--- config.mk ---
export PLATFORM = sky130hd
export DESIGN_NAME = dma_pp_engine
export DESIGN_NICKNAME = d
export VERILOG_FILES = /design/src/rtl/dma_pp_pkg.sv /design/src/rtl/dma_pp_desc_bank.sv /design/src/rtl/dma_pp_addr.sv /design/src/rtl/dma_pp_engine.sv
export SDC_FILE = /design/constraint.sdc
export NUM_CORES = 1
export LEC_CHECK = 0
export BUFFER_PORTS_ARGS = -buffer_cell sky130_fd_sc_hd__clkbuf_2
export CAP_MARGIN = 20
export CORE_ASPECT_RATIO = 0.6
export CORE_MARGIN = 10
export CORE_UTILIZATION = 55
export DETAILED_ROUTE_END_ITERATION = 12
export PLACE_DENSITY = 0.74
export SLEW_MARGIN = 10
export SYNTH_ARGS = -nofsm -noshare
export SYNTH_HDL_FRONTEND = slang
export SYNTH_SLANG_ARGS = --single-unit
--- constraint.sdc ---
create_clock -name clk -period 7.35 [get_ports clk]
set_clock_uncertainty 0.2 [all_clocks]
set_input_delay 1.47 -clock clk [delete_from_list [all_inputs] [get_ports clk]]
set_output_delay 1.47 -clock clk [all_outputs]
set_load 0.01 [all_outputs]
--- src/rtl/dma_pp_pkg.sv ---
package dma_pp_pkg;

    localparam int WORD_W = 32;
    localparam int CNT_W  = 10;
    localparam int RUN_W  = CNT_W + 1;

    typedef enum logic [1:0] {
        CYC_STOP     = 2'd0,
        CYC_BASIC    = 2'd1,
        CYC_AUTO     = 2'd2,
        CYC_PINGPONG = 2'd3
    } cyc_e;

    typedef enum logic [1:0] {
        SEL_SRC  = 2'd0,
        SEL_DST  = 2'd1,
        SEL_CTRL = 2'd2,
        SEL_NONE = 2'd3
    } sel_e;

    localparam logic [1:0] STEP_FIXED = 2'd3;

    typedef struct packed {
        logic [9:0]       spare;
        logic [1:0]       dst_step;
        logic [1:0]       src_step;
        logic [1:0]       size;
        logic [3:0]       r_pow;
        logic [CNT_W-1:0] n_m1;
        cyc_e             kind;
    } ctrl_t;

    typedef enum logic [2:0] {
        ST_IDLE,
        ST_CHECK,
        ST_WAIT,
        ST_READ,
        ST_WRITE,
        ST_BLOCK,
        ST_FINISH
    } state_e;

endpackage

--- src/rtl/dma_pp_desc_bank.sv ---
module dma_pp_desc_bank
    import dma_pp_pkg::*;
#(
    parameter int AW = 32
) (
    input  logic              clk,
    input  logic              rst_n,
    input  logic              sw_we,
    input  logic              sw_alt,
    input  logic [1:0]        sw_sel,
    input  logic [WORD_W-1:0] sw_data,
    input  logic              wb_en,
    input  logic              wb_alt,
    input  ctrl_t             wb_ctrl,
    input  logic              rd_alt,
    input  logic [1:0]        rd_sel,
    output logic [WORD_W-1:0] rd_data,
    input  logic              cur_alt,
    output logic [AW-1:0]     cur_src,
    output logic [AW-1:0]     cur_dst,
    output ctrl_t             cur_ctrl,
    output cyc_e              next_kind
);

    localparam int SLOTS = 2;

    logic [AW-1:0] src_q  [SLOTS];
    logic [AW-1:0] dst_q  [SLOTS];
    ctrl_t         ctrl_q [SLOTS];

    always_ff @(posedge clk or negedge rst_n) begin
        if (!rst_n) begin
            for (int s = 0; s < SLOTS; s++) begin
                src_q[s]  <= '0;
                dst_q[s]  <= '0;
                ctrl_q[s] <= '0;
            end
        end else begin
            for (int s = 0; s < SLOTS; s++) begin
                if (sw_we && (sw_alt == 1'(s)) && (sel_e'(sw_sel) == SEL_SRC))
                    src_q[s] <= sw_data[AW-1:0];
                if (sw_we && (sw_alt == 1'(s)) && (sel_e'(sw_sel) == SEL_DST))
                    dst_q[s] <= sw_data[AW-1:0];
                if (wb_en && (wb_alt == 1'(s)))
                    ctrl_q[s] <= wb_ctrl;
                else if (sw_we && (sw_alt == 1'(s)) && (sel_e'(sw_sel) == SEL_CTRL))
                    ctrl_q[s] <= ctrl_t'(sw_data);
            end
        end
    end

    always_comb begin
        unique case (sel_e'(rd_sel))
            SEL_SRC:  rd_data = WORD_W'(src_q[rd_alt]);
            SEL_DST:  rd_data = WORD_W'(dst_q[rd_alt]);
            SEL_CTRL: rd_data = WORD_W'(ctrl_q[rd_alt]);
            default:  rd_data = '0;
        endcase
    end

    assign cur_src   = src_q[cur_alt];
    assign cur_dst   = dst_q[cur_alt];
    assign cur_ctrl  = ctrl_q[cur_alt];
    assign next_kind = ctrl_q[~cur_alt].kind;

endmodule

--- src/rtl/dma_pp_addr.sv ---
module dma_pp_addr
    import dma_pp_pkg::*;
#(
    parameter int AW = 32
) (
    input  logic [AW-1:0]    end_addr,
    input  logic [CNT_W-1:0] remain,
    input  logic [1:0]       step,
    output logic [AW-1:0]    addr
);

    logic [AW-1:0] offset;

    always_comb begin
        offset = AW'(remain) << step;
        if (step == STEP_FIXED)
            addr = end_addr;
        else
            addr = end_addr - offset;
    end

endmodule

--- src/rtl/dma_pp_engine.sv ---
module dma_pp_engine
    import dma_pp_pkg::*;
#(
    parameter int AW = 32
) (
    input  logic              clk,
    input  logic              rst_n,
    input  logic              cfg_we,
    input  logic              cfg_alt,
    input  logic [1:0]        cfg_sel,
    input  logic [WORD_W-1:0] cfg_wdata,
    input  logic              cfg_ralt,
    input  logic [1:0]        cfg_rsel,
    output logic [WORD_W-1:0] cfg_rdata,
    input  logic              start,
    input  logic              start_alt,
    input  logic              sw_req,
    input  logic              per_req,
    output logic              mem_rd_en,
    output logic [AW-1:0]     mem_rd_addr,
    input  logic [WORD_W-1:0] mem_rd_data,
    output logic              mem_wr_en,
    output logic [AW-1:0]     mem_wr_addr,
    output logic [WORD_W-1:0] mem_wr_data,
    output logic [1:0]        mem_size,
    output logic              busy,
    output logic              cur_alt,
    output logic              done
);

    localparam int SIDES = 2;
    localparam logic [3:0] R_WHOLE = 4'(CNT_W);

    state_e           state_q, state_d;
    logic             alt_q;
    logic [CNT_W-1:0] rem_q;
    logic [RUN_W-1:0] run_q;
    cyc_e             mode_q;
    logic             sw_pend_q, per_pend_q, auto_go_q;

    logic [AW-1:0]    cur_src, cur_dst;
    ctrl_t            cur_ctrl;
    cyc_e             next_kind;
    logic             wb_en;
    ctrl_t            wb_ctrl;

    logic             go, run_last, chain, last_elem;
    logic [RUN_W-1:0] run_lim;

    logic [AW-1:0]    end_a  [SIDES];
    logic [1:0]       step_a [SIDES];
    logic [AW-1:0]    addr_a [SIDES];

    dma_pp_desc_bank #(.AW(AW)) u_bank (
        .clk       (clk),
        .rst_n     (rst_n),
        .sw_we     (cfg_we),
        .sw_alt    (cfg_alt),
        .sw_sel    (cfg_sel),
        .sw_data   (cfg_wdata),
        .wb_en     (wb_en),
        .wb_alt    (alt_q),
        .wb_ctrl   (wb_ctrl),
        .rd_alt    (cfg_ralt),
        .rd_sel    (cfg_rsel),
        .rd_data   (cfg_rdata),
        .cur_alt   (alt_q),
        .cur_src   (cur_src),
        .cur_dst   (cur_dst),
        .cur_ctrl  (cur_ctrl),
        .next_kind (next_kind)
    );

    assign end_a[0]  = cur_src;
    assign end_a[1]  = cur_dst;
    assign step_a[0] = cur_ctrl.src_step;
    assign step_a[1] = cur_ctrl.dst_step;

    for (genvar g = 0; g < SIDES; g++) begin : g_side
        dma_pp_addr #(.AW(AW)) u_addr (
            .end_addr (end_a[g]),
            .remain   (rem_q),
            .step     (step_a[g]),
            .addr     (addr_a[g])
        );
    end

    // grant and run bookkeeping
    always_comb begin
        if (mode_q == CYC_AUTO)
            go = sw_pend_q | sw_req | auto_go_q;
        else
            go = per_pend_q | per_req;
        if (cur_ctrl.r_pow >= R_WHOLE)
            run_lim = RUN_W'(1) << CNT_W;
        else
            run_lim = RUN_W'(1) << cur_ctrl.r_pow;
        run_last  = (run_q + RUN_W'(1)) == run_lim;
        last_elem = (rem_q == '0);
        chain     = (mode_q == CYC_PINGPONG) && (next_kind != CYC_STOP);
    end

    // next state
    always_comb begin
        state_d = state_q;
        unique case (state_q)
            ST_IDLE:   if (start) state_d = ST_CHECK;
            ST_CHECK:  state_d = (cur_ctrl.kind == CYC_STOP) ? ST_IDLE : ST_WAIT;
            ST_WAIT:   if (go) state_d = ST_READ;
            ST_READ:   state_d = ST_WRITE;
            ST_WRITE: begin
                if (last_elem)     state_d = ST_FINISH;
                else if (run_last) state_d = ST_BLOCK;
                else               state_d = ST_READ;
            end
            ST_BLOCK:  state_d = ST_WAIT;
            ST_FINISH: state_d = chain ? ST_CHECK : ST_IDLE;
            default:   state_d = ST_IDLE;
        endcase
    end

    // state register
    always_ff @(posedge clk or negedge rst_n) begin
        if (!rst_n) state_q <= ST_IDLE;
        else        state_q <= state_d;
    end

    // working registers
    always_ff @(posedge clk or negedge rst_n) begin
        if (!rst_n) begin
            alt_q      <= 1'b0;
            rem_q      <= '0;
            run_q      <= '0;
            mode_q     <= CYC_STOP;
            sw_pend_q  <= 1'b0;
            per_pend_q <= 1'b0;
            auto_go_q  <= 1'b0;
        end else begin
            if (state_q == ST_IDLE) begin
                sw_pend_q  <= 1'b0;
                per_pend_q <= 1'b0;
            end else if ((state_q == ST_WAIT) && go) begin
                sw_pend_q  <= (mode_q == CYC_AUTO) ? 1'b0 : (sw_pend_q | sw_req);
                per_pend_q <= (mode_q == CYC_AUTO) ? (per_pend_q | per_req) : 1'b0;
            end else begin
                sw_pend_q  <= sw_pend_q | sw_req;
                per_pend_q <= per_pend_q | per_req;
            end

            unique case (state_q)
                ST_IDLE: if (start) alt_q <= start_alt;
                ST_CHECK: begin
                    rem_q     <= cur_ctrl.n_m1;
                    mode_q    <= cur_ctrl.kind;
                    auto_go_q <= 1'b0;
                end
                ST_WAIT: if (go) begin
                    run_q     <= '0;
                    auto_go_q <= 1'b0;
                end
                ST_WRITE: if (!last_elem) begin
                    rem_q <= rem_q - CNT_W'(1);
                    run_q <= run_q + RUN_W'(1);
                end
                ST_BLOCK:  auto_go_q <= (mode_q == CYC_AUTO);
                ST_FINISH: if (mode_q == CYC_PINGPONG) alt_q <= ~alt_q;
                default: ;
            endcase
        end
    end

    // outputs and write-back
    always_comb begin
        wb_ctrl     = cur_ctrl;
        wb_en       = 1'b0;
        mem_rd_en   = 1'b0;
        mem_wr_en   = 1'b0;
        done        = 1'b0;
        mem_rd_addr = addr_a[0];
        mem_wr_addr = addr_a[1];
        mem_wr_data = mem_rd_data;
        mem_size    = cur_ctrl.size;
        busy        = (state_q != ST_IDLE);
        cur_alt     = alt_q;
        unique case (state_q)
            ST_READ:  mem_rd_en = 1'b1;
            ST_WRITE: mem_wr_en = 1'b1;
            ST_BLOCK: begin
                wb_en        = 1'b1;
                wb_ctrl.n_m1 = rem_q;
            end
            ST_FINISH: begin
                wb_en        = 1'b1;
                wb_ctrl.n_m1 = '0;
                wb_ctrl.kind = CYC_STOP;
                done         = !chain;
            end
            default: ;
        endcase
    end

endmodule

* Word level (Yosys, flattened, before mapping) *
Cells that the tools add are included.

storage, ports and cells
  register bits = 222
  word-level logic and storage cells = 155

cells by class
  add/subtract/negate cells = 4
  order comparisons = 4
  equal/unequal tests = 19
  shift-type cells = 3
  mux-type cells = 59
  bitwise logic cells = 8
  reductions and logical operators = 32

operators with widths
  operator               number
  $mux 32                24
  $pmux 32 s3            1
  $shl 10x2->32          2
  $sub 32x32->32         2
  $pmux 10 s2            2
  $mux 11                3
  $pmux 11 s2            1
  $pmux 3 s7             1
  $mux 1                 15
  $eq 2x2->1 const B     6
  $logic_and 1x1->1      12
  $mux 3                 4
  $reduce_bool 2->1      6
  $add 11x1->11 const B  1
  $eq 11x11->1           1
  $shl 1x4->11 const A   1
  $logic_not 10->1       1
  $mux 10                1
  $mux 2                 5
  $sub 10x1->10 const B  1
  $eq 3x3->1 const B     3
  $ne 2x2->1 const B     4
  $eq 3x2->1 const B     2
  $ge 2x2->1 const B     3
  15 further kinds       27

* Longest topological paths before layout *
  depth after elaboration = 10
  mapped depth = 17
  depth with buffers taken out = 14

* Hierarchy *
Synthesis repeated with hierarchy kept, for this count alone.

second synthesis, totals
  cell total of the unflattened synthesis = 1576
  area, all modules = 16315.6 um^2

modules (own cells, without submodules)
  module                           instances  cells each  area an instance (um^2)
  dma_pp_desc_bank                 1          776         10679.0
  dma_pp_engine                    1          356         2698.8
  dma_pp_addr at g_side[1].u_addr  1          237         1551.5
  dma_pp_addr at g_side[0].u_addr  1          207         1386.3

* Least setup slack after synthesis *
Ideal clock, no wire load.

  path type = flip-flop to output port
  from = register alt_q, in the netlist cur_alt
  to = output mem_rd_addr[28]
  arrival = 4125 ps
  setup slack = 1555 ps
  stages on the path, launching flop included = 17
  buffers on the path = 6
  path through = dfrtp_1 > buf_6 > buf_4 > buf_2 > buf_2 > mux2i_1 > clkbuf_1 > mux2_2 > ha_1 > clkbuf_1 > a21oi_1 > a2bb2oi_1 > a21oi_1 > a211o_1 > nand3b_2 > nor4_1 > xnor2_1

between the ends
  word-level cells in the longest chain between the ends = 7

ends and longest elaborated chain
  item                                         line                                            text
  from (decl)                                  dma_pp_engine.sv:35                             logic alt_q;
  from (signal assigned)                       dma_pp_engine.sv:151                            ST_IDLE: if (start) alt_q <= start_alt;
  from (signal assigned)                       dma_pp_engine.sv:166                            ST_FINISH: if (mode_q == CYC_PINGPONG) alt_q <= ~alt_q;
  $not 1->2 (implied by the code) (*)          dma_pp_desc_bank.sv:61, dma_pp_desc_bank.sv:63
  $mux 32 (implied by the code) (3 in series)  dma_pp_desc_bank.sv:63                          assign cur_ctrl = ctrl_q[cur_alt];
  $shl 10x2->32                                dma_pp_addr.sv:15                               offset = AW'(remain) << step;
  $sub 32x32->32                               dma_pp_addr.sv:19                               addr = end_addr - offset;
  $mux 32 (*)                                  dma_pp_addr.sv:16                               if (step == STEP_FIXED)
  to (decl)                                    dma_pp_engine.sv:20                             output logic [AW-1:0] mem_rd_addr,

Every way passes the cells marked *; elsewhere a longest branch is shown, timed or not. The select of a mux whose other input is x is not followed.

* Worst setup path in the final report *
  from = register alt_q, in the netlist cur_alt
  to = output mem_wr_addr[30]

between the ends
  word-level cells in the longest chain between the ends = 7

ends and longest elaborated chain
  item                                         line                                            text
  $not 1->2 (implied by the code) (*)          dma_pp_desc_bank.sv:62, dma_pp_desc_bank.sv:63
  $mux 32 (implied by the code) (3 in series)  dma_pp_desc_bank.sv:63
  $shl 10x2->32                                dma_pp_addr.sv:15
  $sub 32x32->32                               dma_pp_addr.sv:19
  $mux 32 (*)                                  dma_pp_addr.sv:16
  to (decl)                                    dma_pp_engine.sv:23                             output logic [AW-1:0] mem_wr_addr,

Marked as above.

==> metrics.md <==
| Metric | Value |
|---|---|
| Met3 routed WL | 5400 um |
| Synth Register Bits | 222 |
| Initial antenna violation count | 2 |
| DP Wirelength | 32,700 um |
| Post-synth EDFFs | 0 |
| GRT Residual Overflow | 0 |
| Highest Clock Rate | 152 MHz |
| Power per Cell Area | 460 nW/um^2 |
| Leading register cell type out of synthesis | dfrtp_1 |
| Synthesis-to-layout area growth | 10.6% |
| Critical Path Slowest Stage Cell | o311ai_0 |
| Cts hold-fix bufs | 0 |
| CTS sink cnt | 222 |
| Global-route wire length before repair | 71,200 um |
| Global Route Usage Sum | 26.0% |
| FFs w/ async S/R, synth | 100% |
| Cell area after synthesis | 15,100 sq um |
| Cell Int Power | 4.18 mW |
| Fillers | 2,236 |
| Die area | 34,700 sq um |
| Part of the power in combinational logic | 57.1% |
| Vias post-DR | 12,500 |
| CTS tree | built |
| Antenna Nets Post-Route | 0 |
| Part of the cycle the worst path needs | 89.8% |
| Synth top area share | 36.8% |
| Wl on met1 | 20,900 um |
| Mapped Nets | 1,658 |
| Row count | 46 |
| Library cells used by synthesis | 68 |
| Pleak | 7.30 nW |
| CTS H-tree lvls | 1 |
| WP data arrival | 4.93 ns |
| Max Cap Viol | 0 |
| Initial core utilization | 56.5% |
| Worst-skew pair later-pin latency | 0.52 ns |
| Core area | 26,700 sq um |
| Sw Share | 45.5% |
| Worst rel slew slack | 27.9% |
| Endpoints failing setup | 0 |
| Critical path required time | 5.68 ns |
| Postcts setup bufs | 0 |
| Post-route core utilization | 62.4% |
| Ports | 212 |
| Number of global-route vias before repair | 12,000 |
| Avg Cell Area, Syn | 9.72 sq um |
| Most common cell in the synthesized netlist | dfrtp_1 |
| Root Driver | clkbuf_16 |
| Tightest Hold Check Type | register to register |
| Cell chain of the critical path | mux2i_1 -> buf_4 -> a21oi_1 -> mux2_2 -> ha_1 -> nor2b_1 -> o311ai_0 -> a211oi_1 -> o21ai_1 -> nand3_1 -> nor3b_1 -> xnor2_1 -> clkbuf_2 |
| Max Slew Vio Count | 0 |
| Post-synthesis sequential area ratio | 36.8% |
| Crit Path Category | register to primary output |
| Clock power frac | 16.1% |
| Post-Syn Instances | 1,551 |
| Final instance area | 16,700 sq um |
| CP Capture Type | primary output |
| Switching pwr | 3.50 mW |
| Least-Margin Pin Slew | 1.08 ns |
| Bufs on Longest Clock Path | 3 |
| WL final | 46,400 um |
| Max stage delay on crit path | 0.64 ns |
| # nets final | 1,728 |
| Worst-path clk slew | 0.07 ns |
| Crit path launch type | register |
| TritonCTS Buffers | 23 |
| Via-to-Cell Ratio | 6.24 |
| Initial DRC Count | 1,404 |
| Fin. Hold Viols | 0 |
| Largest cells by area after synthesis | dfrtp_1, mux2_2, mux2i_1 |
| Maximum VDD drop | 0.452 mV |
| Maximum fanout along the worst path | 21 |
| Die height | 148 um |
| Post_cts resized | 0 |
| Die width | 234 um |
| Top cell type by total area after synthesis | dfrtp_1 |
| Flop pwr share | 26.9% |
| PortBufs | 147 |
| DR WL/cell | 23.2 um |
| Setup TNS | 0 ns |
| Unrepaired setup endpoints after global routing | no |
| Met2 routed WL | 19,200 um |
| Routability congestion estimate from global placement | 0.951 |
| CP delay by family, top | compound AO/OA/AOI/OAI gates |
| Drt drc | 0 |
| Area after DPL | 15,900 sq um |
| Top layer in use | met4 |
| Outcome | finished clean |
| Ys Warns | 0 |
| Initial DRT Pass Iterations | 5 |
| Most instantiated cells after synthesis | dfrtp_1, mux2_2, mux2i_1 |
| Number of buffers and inverters on the critical path | 2 |
| Fin crit period | 6.60 ns |
| Layout cell share with drive strength beyond 1 | 27.5% |
| Largest net degree at the start of global routing | 123 |
stage by stage:
step	worst slack (ns)	instances	hold slack, ns	power, mW
finish	0.752	2001	0.311	7.68
floorplan	1.55	1551	0.279	4.98
global route	0.652	1998	0.323	8.20
CTS	0.889	1996	0.312	7.61
detailed placement	1.44	1954	0.296	6.36
global placement	1.56	1954	0.289	6.27
worst reg2reg max path: cells and delay by family, from the launching register on:
family / cells / cell delay (ns)
and+or+nand+nor: 5 / 1.74
buffers and inverters: 1 / 0.30
AOI/OAI and AO/OA: 2 / 0.22
DFF: 1 / 0.55
adders and majority gates: 1 / 0.21
placed cells by master, fill, tap and decap left out, types with 36 or more instances in the layout:
cell      netlist  layout
o21ai_0        80      80
a211oi_1       36      36
a21oi_1       118     118
nor2_1        137     137
nor3_1         45      43
nand2_1        97      97
xnor2_1        44      44
mux2i_1       160     160
dfrtp_1       222     221
clkbuf_2        0     145
mux2_2        216     216
flip-flops by register name, summed over array words and instances, names as in the netlist:
register       flops
state_q            3
rem_q             10
u_bank.ctrl_q     64
per_pend_q         1
mode_q             2
u_bank.src_q      64
u_bank.dst_q      64
run_q             11
auto_go_q          1
cur_alt            1
sw_pend_q          1
cell families (layout without fill, tap and decap cells):
logic type,count (synthesis),in the layout,share of synthesized area [%]
AOI/OAI and AO/OA,306,306,12.2
xor gates and xnor gates,71,71,4.12
adders and majority gates,30,30,2.59
buffers and inverters,144,231,4.67
DFF,222,222,36.8
muxes,377,377,26.9
other,0,3,0
and+or+nand+nor,401,401,12.8
power by group through the flow:
stage          clock [mW]  sequential (mW)  combinational, mW
2_1_floorplan           0             1.81               3.16
3_3_place_gp            0             2.03               4.23
3_5_place_dp            0             2.05               4.31
4_1_cts              1.24             2.03               4.34
5_1_grt              1.28             2.11               4.81
6_report             1.23             2.06               4.38
routing by layer:
metal / up-vias / track usage, %
met5: - / 0
met1: 6136 / 37.4
met2: 579 / 36.6
li1: 5714 / -
met3: 62 / 8.74
met4: 0 / 5.94
final timing paths:
check / startpoint / endpoint / slack, ns / cells after the start
min in group asynchronous: rst_n / u_bank.dst_q[22]$_DFFE_PN0P_ / 0.75 / 1
hold / removal: u_bank.ctrl_q[58]$_DFFE_PN0P_ / u_bank.ctrl_q[58]$_DFFE_PN0P_ / 0.31 / 1
setup reg to reg: rem_q[0]$_DFFE_PN0P_ / run_q[6]$_DFFE_PN0P_ / 4.01 / 9
setup / recovery: cur_alt$_DFFE_PN0P_ / mem_wr_addr[30] / 0.75 / 13
max in group asynchronous: rst_n / cur_alt$_DFFE_PN0P_ / 4.93 / 2
hold reg to reg: u_bank.ctrl_q[58]$_DFFE_PN0P_ / u_bank.ctrl_q[58]$_DFFE_PN0P_ / 0.31 / 1
final cells by class:
type                       count  area [sq um]  area share (%)
multi-input combinational   1185          8850            53.1
clock inverter                10           135           0.810
clock buffer                  32           639            3.83
sequential                   222          5560            33.3
antenna                        3          7.51          0.0450
inverter                      17          63.8           0.383
timing repair buffer         172           968            5.81
tap                          360           450            2.70
No activity file was read; power rests on OpenSTA's default activity.
